===== config.mk =====
export PLATFORM = sky130hd
export DESIGN_NAME = iso_pulse_encoder
export DESIGN_NICKNAME = d
export VERILOG_FILES = /design/src/rtl/iso_enc_pkg.sv /design/src/rtl/iso_enc_sampler.sv /design/src/rtl/iso_enc_refresh.sv /design/src/rtl/iso_enc_burst.sv /design/src/rtl/iso_pulse_encoder.sv
export SDC_FILE = /design/constraint.sdc
export NUM_CORES = 1
export LEC_CHECK = 0
export BUFFER_PORTS_ARGS = -buffer_cell sky130_fd_sc_hd__buf_2
export CORE_MARGIN = 2
export CORE_UTILIZATION = 51
export DETAILED_ROUTE_END_ITERATION = 8
export GPL_ROUTABILITY_DRIVEN = 0
export GPL_TIMING_DRIVEN = 0
export PLACE_DENSITY = 0.82
export SETUP_SLACK_MARGIN = 0.4
export SYNTH_ARGS = -nofsm -noshare
export SYNTH_HDL_FRONTEND = slang
export SYNTH_SLANG_ARGS = --single-unit

===== constraint.sdc =====
create_clock -name clk -period 1.4 [get_ports clk]
set_input_delay 0.35 -clock clk [delete_from_list [all_inputs] [get_ports clk]]
set_output_delay 0.35 -clock clk [all_outputs]
set_load 0.02 [all_outputs]

===== src/rtl/iso_enc_pkg.sv =====
package iso_enc_pkg;

    // Burst sequencer phases
    typedef enum logic [2:0] {
        PH_IDLE   = 3'd0,
        PH_MARK_A = 3'd1,
        PH_SPACE  = 3'd2,
        PH_MARK_B = 3'd3,
        PH_GUARD  = 3'd4
    } phase_e;

    // Set = one mark, reset = two marks
    typedef enum logic {
        CODE_SET   = 1'b0,
        CODE_RESET = 1'b1
    } code_e;

    typedef struct packed {
        logic  go;
        code_e code;
    } burst_req_t;

    // Carried level high selects the set code
    function automatic code_e code_for_level(input logic lvl);
        return lvl ? CODE_SET : CODE_RESET;
    endfunction

    function automatic int unsigned cnt_width(input int unsigned maxv);
        return (maxv < 2) ? 1 : $clog2(maxv + 1);
    endfunction

    function automatic int unsigned max3(input int unsigned a, input int unsigned b,
                                         input int unsigned c);
        int unsigned m;
        m = (a > b) ? a : b;
        return (m > c) ? m : c;
    endfunction

endpackage


===== src/rtl/iso_enc_sampler.sv =====
module iso_enc_sampler (
    input  logic clk,
    input  logic rst,
    input  logic uvlo_i,
    input  logic din_i,
    output logic lvl_o,
    output logic uvlo_o
);
    logic din_q;
    logic uvlo_q;

    always_ff @(posedge clk) begin
        if (rst) begin
            din_q  <= 1'b0;
            uvlo_q <= 1'b1;
        end else begin
            din_q  <= din_i;
            uvlo_q <= uvlo_i;
        end
    end

    // Channel carries the inverse of the pin
    assign lvl_o  = ~din_q;
    assign uvlo_o = uvlo_q;

endmodule


===== src/rtl/iso_enc_refresh.sv =====
module iso_enc_refresh #(
    parameter int unsigned PERIOD = 125
) (
    input  logic clk,
    input  logic rst,
    input  logic run_i,
    output logic due_o
);
    import iso_enc_pkg::*;

    localparam int unsigned TW = cnt_width(PERIOD);

    logic [TW-1:0] cnt;

    assign due_o = run_i && (cnt == TW'(PERIOD - 1));

    always_ff @(posedge clk) begin
        if (rst || !run_i || due_o) cnt <= '0;
        else                        cnt <= cnt + 1'b1;
    end

    // idle count never passes the refresh interval
    a_r4_count_bound: assert property (@(posedge clk) disable iff (rst)
        cnt < TW'(PERIOD));

endmodule


===== src/rtl/iso_enc_burst.sv =====
module iso_enc_burst #(
    parameter int unsigned MARK_LEN  = 2,
    parameter int unsigned SPACE_LEN = 2,
    parameter int unsigned GUARD_LEN = 4
) (
    input  logic                    clk,
    input  logic                    rst,
    input  logic                    abort_i,
    input  iso_enc_pkg::burst_req_t req_i,
    output logic                    idle_o,
    output logic                    pulse_o
);
    import iso_enc_pkg::*;

    localparam int unsigned LMAX = max3(MARK_LEN, SPACE_LEN, GUARD_LEN);
    localparam int unsigned CW   = cnt_width(LMAX);

    phase_e        ph;
    code_e         code_q;
    logic [CW-1:0] cnt;
    logic          last;

    assign last = (cnt == '0);

    always_ff @(posedge clk) begin
        if (rst || abort_i) begin
            ph     <= PH_IDLE;
            cnt    <= '0;
            code_q <= CODE_SET;
        end else begin
            case (ph)
                PH_IDLE: begin
                    if (req_i.go) begin
                        ph     <= PH_MARK_A;
                        cnt    <= CW'(MARK_LEN - 1);
                        code_q <= req_i.code;
                    end
                end
                PH_MARK_A: begin
                    if (!last) begin
                        cnt <= cnt - 1'b1;
                    end else if (code_q == CODE_RESET) begin
                        ph  <= PH_SPACE;
                        cnt <= CW'(SPACE_LEN - 1);
                    end else begin
                        ph  <= PH_GUARD;
                        cnt <= CW'(GUARD_LEN - 1);
                    end
                end
                PH_SPACE: begin
                    if (!last) begin
                        cnt <= cnt - 1'b1;
                    end else begin
                        ph  <= PH_MARK_B;
                        cnt <= CW'(MARK_LEN - 1);
                    end
                end
                PH_MARK_B: begin
                    if (!last) begin
                        cnt <= cnt - 1'b1;
                    end else begin
                        ph  <= PH_GUARD;
                        cnt <= CW'(GUARD_LEN - 1);
                    end
                end
                PH_GUARD: begin
                    if (!last) cnt <= cnt - 1'b1;
                    else       ph  <= PH_IDLE;
                end
                default: ph <= PH_IDLE;
            endcase
        end
    end

    assign idle_o  = (ph == PH_IDLE);
    assign pulse_o = (ph == PH_MARK_A) || (ph == PH_MARK_B);

    // the space between marks exists only inside a reset code
    a_r1_space_is_reset: assert property (@(posedge clk) disable iff (rst)
        (ph == PH_SPACE) |-> (code_q == CODE_RESET));

    // a guard phase never jumps straight into a mark
    a_r3_guard_exit: assert property (@(posedge clk) disable iff (rst)
        (ph == PH_GUARD) |=> (ph == PH_GUARD || ph == PH_IDLE));

endmodule


===== src/rtl/iso_pulse_encoder.sv =====
module iso_pulse_encoder #(
    parameter int unsigned MARK_LEN    = 2,
    parameter int unsigned SPACE_LEN   = 2,
    parameter int unsigned GUARD_LEN   = 4,
    parameter int unsigned REFRESH_CYC = 125
) (
    input  logic clk,
    input  logic rst,
    input  logic uvlo_i,
    input  logic din_i,
    output logic pulse_o
);
    import iso_enc_pkg::*;

    logic       lvl;
    logic       uvlo_q;
    logic       idle;
    logic       run;
    logic       due;
    logic       wake_q;
    logic       sent_q;
    burst_req_t req;

    iso_enc_sampler u_smp (
        .clk    (clk),
        .rst    (rst),
        .uvlo_i (uvlo_i),
        .din_i  (din_i),
        .lvl_o  (lvl),
        .uvlo_o (uvlo_q)
    );

    assign run = idle && !uvlo_q;

    iso_enc_refresh #(.PERIOD(REFRESH_CYC)) u_ref (
        .clk   (clk),
        .rst   (rst),
        .run_i (run),
        .due_o (due)
    );

    always_comb begin
        req.go   = run && (wake_q || (lvl != sent_q) || due);
        req.code = code_for_level(lvl);
    end

    // Level last put on the line, and the pending wake-up refresh
    always_ff @(posedge clk) begin
        if (rst) begin
            wake_q <= 1'b1;
            sent_q <= 1'b0;
        end else begin
            if (uvlo_q)      wake_q <= 1'b1;
            else if (req.go) wake_q <= 1'b0;
            if (req.go)      sent_q <= lvl;
        end
    end

    iso_enc_burst #(
        .MARK_LEN  (MARK_LEN),
        .SPACE_LEN (SPACE_LEN),
        .GUARD_LEN (GUARD_LEN)
    ) u_bst (
        .clk     (clk),
        .rst     (rst),
        .abort_i (uvlo_q),
        .req_i   (req),
        .idle_o  (idle),
        .pulse_o (pulse_o)
    );

    // a sampled lockout silences the line on the next edge
    a_r5_uvlo_quiet: assert property (@(posedge clk) disable iff (rst)
        uvlo_q |=> !pulse_o);

    // an accepted request shows up as a mark one edge later
    a_r2_go_marks: assert property (@(posedge clk) disable iff (rst)
        req.go |=> pulse_o);

    // the sent level cannot move while a burst is running
    a_r7_sent_held: assert property (@(posedge clk) disable iff (rst)
        !idle |=> $stable(sent_q));

    // leaving lockout always finds a wake-up refresh pending
    a_r6_wake_pending: assert property (@(posedge clk) disable iff (rst)
        $fell(uvlo_q) |-> wake_q);

endmodule


# Word level (Yosys, flattened, before mapping)
# Index checks and enable logic that the tools add are counted.
# totals
n_memories	0
reg_bits	18
wordCells	55
ramBits	0
latch_bits	0
rom_bits	0
in_bits	4
# op_classes
reduce_logical	18
n_div	0
addsub	2
shifts	0
mux	14
n_eq_ne	12
bitwise	1
n_lt_le_gt_ge	0
multipliers	0
# ops
operator	n
two-way mux 3 bit	10
one-hot mux 3 bit (5 select lines)	2
inequality test 2 x 1 -> 1 bit (second input constant)	5
adder 7 x 1 -> 7 bit (second input constant)	1
equality test 7 bit (second input constant)	1
equality test 3 x 2 -> 1 bit (second input constant)	2
zero test 3 bit	2
logical OR 1 bit	6
AND reduction 5 bit	1
nonzero test 5 bit	1
equality test 3 x 1 -> 1 bit (second input constant)	1
equality test 3 bit (second input constant)	1
logical AND 1 bit	3
AND reduction 3 bit	1
subtractor 3 x 1 -> 3 bit (second input constant)	1
zero test 1 bit	2
two-way mux 2 bit	1
inequality test 2 bit (second input constant)	1
AND reduction 2 bit	1
OR reduction 2 bit	1
two-way mux 1 bit	1
inequality test 1 bit	1
NOT 1 bit	1

# Longest topological paths before layout
# Gate-level depths: netlist of run 1.
# depth
ltp_word	7
ltp_mapped	7
mapped_depth_nobuf	7

# By module
# From an unflattened synthesis of run 1, not the netlist that was laid out.
# hier_totals
hier_cells	106
hier_area_um2	955.9
# by_module_without_submodules
mod	area_each_um2	n_inst	cells_per_inst
iso_enc_burst	479.2	1	53
iso_enc_refresh	316.6	1	37
iso_pulse_encoder	101.3	1	11
iso_enc_sampler	58.8	1	5

# Least setup slack after synthesis of run 1
# No wires, ideal clock.
# synth_timing
path_kind	flip-flop to flip-flop
from	register u_bst.cnt[0]
to	register u_bst.cnt[1]
n_path_buf	0
period_less_slack_ns	1.405
arrival_ns	1.320
t_required_ns	1.314
path_stages_with_launch	8
slack_ns	-0.005
path_cell_list	dfxtp_1 -> inv_1 -> ha_1 -> and2b_1 -> nor2b_1 -> o21ai_0 -> a22o_1 -> a211oi_1
# synth_via
elab_chain_len	3
word_cells_on_any_way	9
cone_classes	add/sub: 1; eq/ne: 1; mux: 5; reduce/logical: 2
# synth_lines
element	line	source
start: declaration	iso_enc_burst.sv:20	logic [CW-1:0] cnt;
start signal: assignment	iso_enc_burst.sv:35	cnt <= CW'(MARK_LEN - 1);
start signal: assignment	iso_enc_burst.sv:41	cnt <= cnt - 1'b1;
start signal: assignment	iso_enc_burst.sv:44	cnt <= CW'(SPACE_LEN - 1);
subtractor 3 x 1 -> 3 bit or zero test 3 bit (tied branches)	-	
two-way mux 3 bit, or another cell as far along	iso_enc_burst.sv:67	if (!last) cnt <= cnt - 1'b1;
one-hot mux 3 bit (5 select lines) or AND reduction 3 bit (tied branches)	-	
# Parallel ways exist; a longest one is shown, timed or not. The select of a mux whose other input is x is not followed.
# A chain may end at the register's enable or synchronous reset.

# Final worst setup path of run 1
# layout_timing
from	register u_bst.ph[2]
to	output pulse_o
# layout_via
elab_chain_len	2
word_cells_on_any_way	3
cone_classes	eq/ne: 2; reduce/logical: 1
# layout_lines
element	line	source
start: declaration	iso_enc_burst.sv:18	phase_e ph;
start signal: assignment	iso_enc_burst.sv:27	ph <= PH_IDLE;
start signal: assignment	iso_enc_burst.sv:34	ph <= PH_MARK_A;
start signal: assignment	iso_enc_burst.sv:43	ph <= PH_SPACE;
equality test 3 x 1 -> 1 bit or equality test 3 x 2 -> 1 bit (tied branches)	iso_enc_burst.sv:76	assign pulse_o = (ph == PH_MARK_A) || (ph == PH_MARK_B);
logical OR 1 bit (*)	iso_enc_burst.sv:76	
end: declaration	iso_pulse_encoder.sv:11	output logic pulse_o
# Mark *: on every way between the ends. The rest lies on a longest branch, timed or not.

==> results.toml, run 1 <==
[run_status]
status = "completed"

[floorplan]
start_util = 0.527
die_x_um = 45.5
core.rowCount = 15
die_h_um = 45.5
core_area_um2 = 1670
boundaryPins = 5
die_area_um2 = 2070

[sta]
worst_pin_slew_ns = 0.291
finalCritPeriodShare = 0.980
period_minus_slack_ns = 1.37
slew_headroom = 0.805
rsz0062_at_grt = "true"
finalHoldViolCount = 0
max_freq_ghz = 0.729
setup_viol = 0
finClkSkew_ns = 0.000861
slew_viol_final = 0

[finish]
final_core_util = 0.652
insertedDiodeCount = 0
drive_gt1_frac = 0.420
syn_to_final_growth_pct = 23.8
fin_nets = 121
n_fill_cell = 134

[setup_path]
reg2regPathDepth = 7
rr_startpoint = "u_bst.cnt[0]$_SDFFE_PP0P_"
critPathArrivalTime_ns = 1.02
r2r-end = "u_bst.cnt[1]$_SDFFE_PP0P_"
worstSetupPathType = "reg2out"
worstSetupEndpointType = "output port"
critPathRequiredTime_ns = 1.05
reg2reg_slack_ns = 0.04
cp_max_fo = 10
critPathLaunchType = "register"

[cts]
cts_buffer_depth = 2
clock-root-buffer = "clkbuf_4"
cts_hold_buf = 0
cts_tree = "done"
h-tree-depth = 1
clkTransAtPathRegs_ns = 0.10
clock_latency_ns = 0.30
cts-buffers-inserted = 3
clkSinkCount = 18

[detailed_routing]
wl_um = 1600
first_iter_violations = 19
ant_nets = 0
dr.pass1.iters = 4
drc = 0
vias_per_cell = 5.61
wl_per_cell_um = 12.4
vias = 724

[min_path]
hold_depth = 2
min_to = "sent_q$_SDFFE_PP0P_"
hp-class = "in2reg"
hold_start = "rst"

[yosys]
yosysSeqAreaShare = 0.410
post-synth-top-count-cell = "dfxtp_1"
ys_warn_count = 0
async_flop_share = 0
synth_area_leaders = "dfxtp_1 (41%), ha_1 (5.7%), nor2_1 (5.5%)"
synth_top_area_share = 0.410
synth_edf_count = 0
synth_area_leader_cell = "dfxtp_1"
synth_area_per_cell_um2 = 8.88
synthFlopType = "dfxtp_1"
synth_cells = 99
netlist_area_um2 = 880
ys_ff_latch = 18
syn_nets = 107
synth_cell_types = 29
synthTopCellsByCount = "dfxtp_1 (18), nor2_1 (13), a21oi_1 (7), inv_1 (6), nand2_1 (6)"

[pwr]
p_seq_frac = 0.567
p_sw_frac = 0.231
ir_drop_mv = 0.614
p_switching_w = 0.000216
total_power_w = 0.000935
power_frac_clock = 0.349
p_comb_frac = 0.084
powerDensity_nw_per_um2 = 859
p_int_w = 0.000720
cellLeakagePower_nw = 0.418

[grt]
grt_usage = 0.187
antenna_found_initial = 0
grt_max_degree = 11
grt_pass1_wl_um = 2790
grt_pass1_vias = 674
grt.overflow.total = 0

[placed_design]
numPortBuffers = 4
hpwlAfterDp_um = 1090

[job]
drv_cap = 0
layout by cell type (no fill, tap or decap), drive strengths merged, types with 2 or more instances in the layout:
cell type,Yosys,final
nor2b,5,5
inv,6,6
a21oi,7,7
buf,2,11
nand2,6,6
nor3,4,4
or2,3,3
nor2,13,13
xor2,2,2
o21ai,3,3
ha,4,4
and3,3,3
nand3,2,2
clkbuf,0,4
nand4,3,3
a21o,3,3
a211oi,3,3
xnor2,4,4
dfxtp,18,18
mux2i,2,2
cell families (layout without fill, tap and decap cells):
kind of cell               after synthesis  count (layout)  synth area share
AOI/OAI and AO/OA                       18              18             0.132
xor gates and xnor gates                 6               6            0.0597
adders and majority gates                5               5            0.0683
buffers and inverters                    8              21            0.0370
DFF                                     18              18             0.410
muxes                                    2               2            0.0228
and+or+nand+nor                         42              42             0.270
worst max-delay path by stage:
stage,slack [ns],end,startpoint
final,0.03,pulse_o,u_bst.ph[2]$_SDFFE_PP0P_
after global routing,-0.04,u_bst.cnt[1]$_SDFFE_PP0P_,u_bst.cnt[1]$_SDFFE_PP0P_
after CTS,-0.009,u_bst.cnt[1]$_SDFFE_PP0P_,u_bst.cnt[1]$_SDFFE_PP0P_
after detailed placement,-0.04,u_bst.cnt[1]$_SDFFE_PP0P_,u_bst.cnt[0]$_SDFFE_PP0P_
after global placement,-0.01,u_bst.cnt[1]$_SDFFE_PP0P_,u_bst.cnt[0]$_SDFFE_PP0P_
after floorplan,0.06,u_bst.cnt[1]$_SDFFE_PP0P_,u_bst.cnt[0]$_SDFFE_PP0P_
repair_timing:
| action | in CTS | in global routing |
|---|---|---|
| resized for setup | 19 | 4 |
| setup endpoints to repair | 17 | 17 |
| pin swaps | 4 | 1 |
| setup buffers | 5 | 0 |
layer usage:
metal,GRT usage,part of all wire,vias up
met5,0,0,-
met4,0.106,0.026,0
met3,0.0238,0.034,5
met2,0.287,0.47,23
met1,0.249,0.47,330
li1,-,-,366
critical path: stages (launching register included):
cell     delay, ns
dfxtp_2       0.34
buf_6         0.14
nor2b_2       0.12
buf_6         0.12
sequential cells by signal, indices dropped and copies added (netlist names):
name	flops
sent_q	1
u_ref.cnt	7
u_smp.uvlo_o	1
u_bst.code_q	1
wake_q	1
u_bst.cnt	3
u_bst.ph	3
u_smp.din_q	1
cell type report:
cell class              instances  area [um^2]  area share
well taps                      17         21.3      0.0195
plain buffers                   2         22.5      0.0207
flip-flops and latches         18          373       0.343
inverters                       6         22.5      0.0207
repair buffers                  9         63.8      0.0586
clock buffers                   4         36.3      0.0333
multi-input cells              73          549       0.505
per-stage QoR:
step	setup TNS [ns]	hold WS [ns]	cell area (um^2)	setup slack (ns)	cells
after detailed placement	-0.0394	0.429	953	-0.0394	120
after global placement	-0.00976	0.417	953	-0.00976	120
final	0	0.224	1090	0.0286	129
after floorplan	0	0.407	912	0.0632	99
after global routing	-0.0781	0.229	1090	-0.0450	129
after CTS	-0.00943	0.222	1070	-0.00943	129
power by group through the flow:
stage / Combinational (W) / Sequential [W] / Clock, W
4_1_cts: 0.0000748 / 0.000530 / 0.000336
2_1_floorplan: 0.0000488 / 0.000541 / 0
3_3_place_gp: 0.0000605 / 0.000543 / 0
5_1_grt: 0.0000864 / 0.000532 / 0.000349
6_report: 0.0000781 / 0.000530 / 0.000327
3_5_place_dp: 0.0000623 / 0.000543 / 0
Power figures use the tool's default switching activity.
==> inputs of run 2 (changes only) <==
--- a/config.mk
+++ b/config.mk
@@ -7,11 +7,11 @@
 export LEC_CHECK = 0
 export BUFFER_PORTS_ARGS = -buffer_cell sky130_fd_sc_hd__buf_2
 export CORE_MARGIN = 2
-export CORE_UTILIZATION = 51
+export CORE_UTILIZATION = 34
 export DETAILED_ROUTE_END_ITERATION = 8
 export GPL_ROUTABILITY_DRIVEN = 0
 export GPL_TIMING_DRIVEN = 0
-export PLACE_DENSITY = 0.82
+export PLACE_DENSITY = 0.62
 export SETUP_SLACK_MARGIN = 0.4
 export SYNTH_ARGS = -nofsm -noshare
 export SYNTH_HDL_FRONTEND = slang
==> run 2 against run 1 <==
  * Sequential cell count did not move
  * Non-clock buffer count rose by 7
  * Die area rose by 45%
  * Clock power fell by 20%
  * Sequential power barely moved
  * First-iteration DRC count fell by 74%
  * Design area rose by 9.2%
  * Power fell by 5.6%
  * Largest cell class unchanged
==> results.toml, run 2 (same netlist as run 1, synthesis figures left out) <==
[grt]
grt_pass1_vias = 588
grt_usage = 0.125
grt_pass1_wl_um = 2520
antenna_found_initial = 0
grt_max_degree = 11
grt.overflow.total = 0

[detailed_routing]
first_iter_violations = 5
wl_um = 1680
ant_nets = 0
vias_per_cell = 4.88
vias = 722
drc = 0
dr.pass1.iters = 4
wl_per_cell_um = 11.3

[setup_path]
reg2reg_slack_ns = 0.04
cp_max_fo = 6
reg2regPathDepth = 7
worstSetupPathType = "reg2reg"
rr_startpoint = "u_bst.cnt[1]$_SDFFE_PP0P_"
cp-startpoint = "u_bst.cnt[1]$_SDFFE_PP0P_"
critPathArrivalTime_ns = 1.59
cp_slowest_stage_delay_ns = 0.34
critPathRequiredTime_ns = 1.63
path_cells = "inv_2 > ha_4 > and2b_4 > nor2b_1 > o21ai_1 > a22o_1 > a211oi_2"
r2r-end = "u_bst.cnt[1]$_SDFFE_PP0P_"
cp-endpoint = "u_bst.cnt[1]$_SDFFE_PP0P_"
worstSetupEndpointType = "register"
critPathLaunchType = "register"
critPathSlowestCell = "dfxtp_2"

[placed_design]
hpwlAfterDp_um = 1030
numPortBuffers = 4
dpl.cell_count = 133
postPlaceCellArea_um2 = 970

[sta]
period_minus_slack_ns = 1.36
finalCritPeriodShare = 0.970
slew_viol_final = 0
worst_pin_slew_ns = 0.329
finalHoldViolCount = 0
finalSetupTns_ns = 0
setup_viol = 0
max_freq_ghz = 0.737
finClkSkew_ns = 0.00867
rsz0062_at_grt = "true"
slew_headroom = 0.779

[floorplan]
start_util = 0.358
core.rowCount = 18
die_x_um = 54.9
core_area_um2 = 2450
die_area_um2 = 3010
boundaryPins = 5
die_h_um = 54.9

[finish]
fin_nets = 128
layout_common_cells = "buf_4 (11), nor2_1 (9), dfxtp_1 (9)"
drive_gt1_frac = 0.466
insertedDiodeCount = 0
design_area_um2 = 1190
final_common_cell = "buf_4"
syn_to_final_growth_pct = 35.1
final_core_util = 0.484
fin_cells = 148
n_fill_cell = 222
reg.largest.list = "u_ref.cnt: 7 flops, u_bst.cnt: 3 flops, u_bst.ph: 3 flops"
top_register = "u_ref.cnt"
largest_reg_flops = 7

[cts]
cts-buffers-inserted = 3
clkSinkCount = 18
cts_buffer_depth = 2
h-tree-depth = 1
cts_tree = "done"
clock_latency_ns = 0.30
clock-root-buffer = "clkbuf_4"
clkTransAtPathRegs_ns = 0.10

[pwr]
ir_drop_mv = 0.580
cellLeakagePower_nw = 0.459
powerDensity_nw_per_um2 = 742

[job]
drv_cap = 0

[run_status]
status = "completed"

[min_path]
hold_depth = 2
hp-class = "in2reg"
==> run 2: cell count changes in the layout (fill, tap and decap cells not counted), sizes merged <==
cell,delta
buf,+7
clkbuf,-1
==> run 2: worst min path at each step <==
stage | endpoint | startpoint | slack (ns)
after floorplan | u_ref.cnt[0]$_SDFF_PP0_ | u_ref.cnt[0]$_SDFF_PP0_ | 0.41
after global routing | u_smp.din_q$_SDFF_PP0_ | rst | 0.23
after CTS | sent_q$_SDFFE_PP0P_ | rst | 0.22
after detailed placement | u_ref.cnt[0]$_SDFF_PP0_ | u_ref.cnt[0]$_SDFF_PP0_ | 0.44
after global placement | u_ref.cnt[0]$_SDFF_PP0_ | u_ref.cnt[0]$_SDFF_PP0_ | 0.42
final | sent_q$_SDFFE_PP0P_ | rst | 0.22
==> run 2: final cells by class <==
type                            count  area (um^2)  share of cell area
Inverter                            6         22.5              0.0189
Clock buffer                        3         22.5              0.0189
Timing Repair Buffer               16          120               0.101
Tap cell                           30         37.5              0.0316
Buffer                              2         26.3              0.0221
Multi-Input combinational cell     73          586               0.493
Sequential cell                    18          374               0.315
==> run 2: routing by layer <==
layer	vias to the layer above	share of wire	GRT usage
li1	378	-	-
met1	332	0.51	0.162
met2	8	0.43	0.177
met3	4	0.014	0.00820
met4	0	0.041	0.125
met5	-	0	0
==> run 2: what timing repair did <==
item	CTS	global route
hold buffers	0	0
gates resized for setup	16	15
buffers inserted	6	6
pin swaps	3	6
endpoints found under the hold margin	0	0
setup endpoints to repair	17	17
==> run 2: critical path: cells and delay by family (launching register included) <==
family | cells | cell delay (ns)
DFF | 1 | 0.34
AOI/OAI and AO/OA | 3 | 0.43
adders and majority gates | 1 | 0.15
and+or+nand+nor | 2 | 0.30
buffers and inverters | 1 | 0.06
==> run 2: power breakdown <==
part	internal, W	switching (W)	leakage [nW]
clock network	0.000100	0.000160	0.0138
registers	0.000521	0.00000925	0.151
logic	0.0000483	0.0000434	0.295
==> run 2: per-stage QoR <==
stage,hold slack [ns],power [W],setup WS [ns]
after global placement,0.420,0.000604,-0.0201
after detailed placement,0.438,0.000606,-0.0339
after floorplan,0.407,0.000590,0.0632
final,0.221,0.000883,0.0427
after global routing,0.233,0.000915,-0.0463
after CTS,0.225,0.000871,-0.0148
==> inputs of run 3 (changes only) <==
--- a/config.mk
+++ b/config.mk
@@ -11,8 +11,9 @@
 export DETAILED_ROUTE_END_ITERATION = 8
 export GPL_ROUTABILITY_DRIVEN = 0
 export GPL_TIMING_DRIVEN = 0
-export PLACE_DENSITY = 0.62
+export PLACE_DENSITY = 0.61
 export SETUP_SLACK_MARGIN = 0.4
+export SLEW_MARGIN = 25
 export SYNTH_ARGS = -nofsm -noshare
 export SYNTH_HDL_FRONTEND = slang
 export SYNTH_SLANG_ARGS = --single-unit
==> constraint.sdc (replaced) <==
create_clock -name clk -period 1.5 [get_ports clk]
set_input_delay 0.375 -clock clk [delete_from_list [all_inputs] [get_ports clk]]
set_output_delay 0.375 -clock clk [all_outputs]
set_load 0.02 [all_outputs]
==> run 3 against run 2 <==
  * Register-to-register slack better by 0.05 ns
  * Global-route usage is 0.27 points lower
  * Power is 7.5% lower
  * Combinational power is 3.1% higher
  * Critical path type unchanged
  * Largest cell class unchanged
==> results.toml, run 3 (same netlist as run 1, synthesis figures left out) <==
[run_status]
status = "completed"

[detailed_routing]
vias = 764
wl_um = 1770
vias_per_cell = 4.87
dr.pass1.iters = 4
wl_per_cell_um = 11.3
ant_nets = 0
drc = 0
first_iter_violations = 10

[floorplan]
boundaryPins = 5
start_util = 0.358
core_area_um2 = 2450
die_area_um2 = 3010
die_x_um = 54.9
core.rowCount = 18
die_h_um = 54.9

[cts]
cts_tree = "done"
cts_buffer_depth = 2
cts-buffers-inserted = 3
clock_latency_ns = 0.28
clkTransAtPathRegs_ns = 0.09
clock-root-buffer = "clkbuf_4"
cts_hold_buf = 0
h-tree-depth = 1
clkSinkCount = 18

[job]
drv_cap = 0

[finish]
syn_to_final_growth_pct = 49.4
drive_gt1_frac = 0.583
top_register = "u_ref.cnt"
final_core_util = 0.535
final_common_cell = "buf_4"
multiInputGateArea_um2 = 624
reg.largest.list = "u_ref.cnt: 7 flops, u_bst.cnt: 3 flops, u_bst.ph: 3 flops"
fin_cells = 157
n_fill_cell = 208
insertedDiodeCount = 0
largest_reg_flops = 7
fin_nets = 137
layout_common_cells = "buf_4 (18), dfxtp_2 (8), dfxtp_1 (7)"
seq_area_um2 = 382

[setup_path]
critPathRequiredTime_ns = 1.70
worstSetupPathType = "reg2reg"
reg2regPathDepth = 7
critPathArrivalTime_ns = 1.61
cp-startpoint = "u_bst.cnt[1]$_SDFFE_PP0P_"
worstSetupEndpointType = "register"
cp_max_fo = 6
reg2reg_slack_ns = 0.09
rr_startpoint = "u_bst.cnt[1]$_SDFFE_PP0P_"
r2r-end = "u_bst.cnt[1]$_SDFFE_PP0P_"
critPathLaunchType = "register"

[min_path]
hp-class = "in2reg"
hold_start = "uvlo_i"
hold_depth = 2
min_to = "u_smp.uvlo_o$_SDFF_PP1_"

[sta]
rsz0062_at_grt = "true"
finalCritPeriodShare = 0.940
slew_viol_final = 0
max_freq_ghz = 0.709
finalSetupTns_ns = 0
finalHoldViolCount = 0
finClkSkew_ns = 0.00196
setup_slack_ns = 0.0898
period_minus_slack_ns = 1.41
worst_pin_slew_ns = 0.319
setup_viol = 0
slew_headroom = 0.786

[pwr]
ir_drop_mv = 0.461
cellLeakagePower_nw = 0.515
powerDensity_nw_per_um2 = 621

[placed_design]
dpl.cell_count = 133
hpwlAfterDp_um = 1080
place_ws_ns = 0.0427
numPortBuffers = 4

[grt]
antenna_found_initial = 0
grt_pass1_wl_um = 2600
grt_pass1_vias = 631
grt_usage = 0.122
grt.overflow.total = 0
grt_max_degree = 11
## run 3: cell types whose count changed in the layout (fill, tap and decap cells not counted), moves of 2 or more
cell / change
nor2_2: +2
dfxtp_1: -2
inv_2: +2
dfxtp_4: +2
buf_4: +7
inv_1: -2
nor2_1: -3
## run 3: timing repair
| action | in CTS | in global routing |
|---|---|---|
| pin swaps | 4 | 17 |
| buffers inserted | 5 | 16 |
| endpoints found under the setup margin | 17 | 17 |
| resized for setup | 15 | 35 |
## run 3: worst max-delay path, stage by stage, from the launching register on
cell,delay (ns)
dfxtp_2,0.35
inv_2,0.05
ha_4,0.15
and2b_4,0.19
nor2b_2,0.11
o21ai_1,0.08
a22o_1,0.20
a211oi_2,0.20
## run 3: power by group
part,internal [W],switching [W]
logic,0.0000512,0.0000432
clock network,0.0000933,0.000137
registers,0.000483,0.00000798
## run 3: worst max path at each step
| stage | depth (start not counted) | to |
|---|---|---|
| 2_1_floorplan | 7 | u_bst.cnt[1]$_SDFFE_PP0P_ |
| 3_3_place_gp | 7 | u_bst.cnt[1]$_SDFFE_PP0P_ |
| 3_5_place_dp | 7 | u_bst.cnt[1]$_SDFFE_PP0P_ |
| 4_1_cts | 7 | u_bst.cnt[1]$_SDFFE_PP0P_ |
| 5_1_grt | 7 | u_bst.cnt[1]$_SDFFE_PP0P_ |
| 6_report | 7 | u_bst.cnt[1]$_SDFFE_PP0P_ |
## run 3: area by class of cell
| cell class | count | share of cell area |
|---|---|---|
| buffer | 2 | 0.0229 |
| clock buffer | 3 | 0.0171 |
| inverter | 6 | 0.0171 |
| multi-input combinational | 73 | 0.475 |
| sequential | 18 | 0.290 |
| tap | 30 | 0.0286 |
| timing repair buffer | 25 | 0.149 |
## run 3: layer usage
metal / GRT usage / wire length (um)
met1: 0.153 / 820
met2: 0.190 / 877
met3: 0.00820 / 26
met4: 0.100 / 44
met5: 0 / 0
## run 3: per-stage QoR
stage	instance area [um^2]	hold WS [ns]	total power (W)
after floorplan	912	0.407	0.000551
after global placement	970	0.425	0.000564
after detailed placement	970	0.431	0.000566
after CTS	1070	0.258	0.000809
after global routing	1310	0.252	0.000864
final	1310	0.267	0.000816
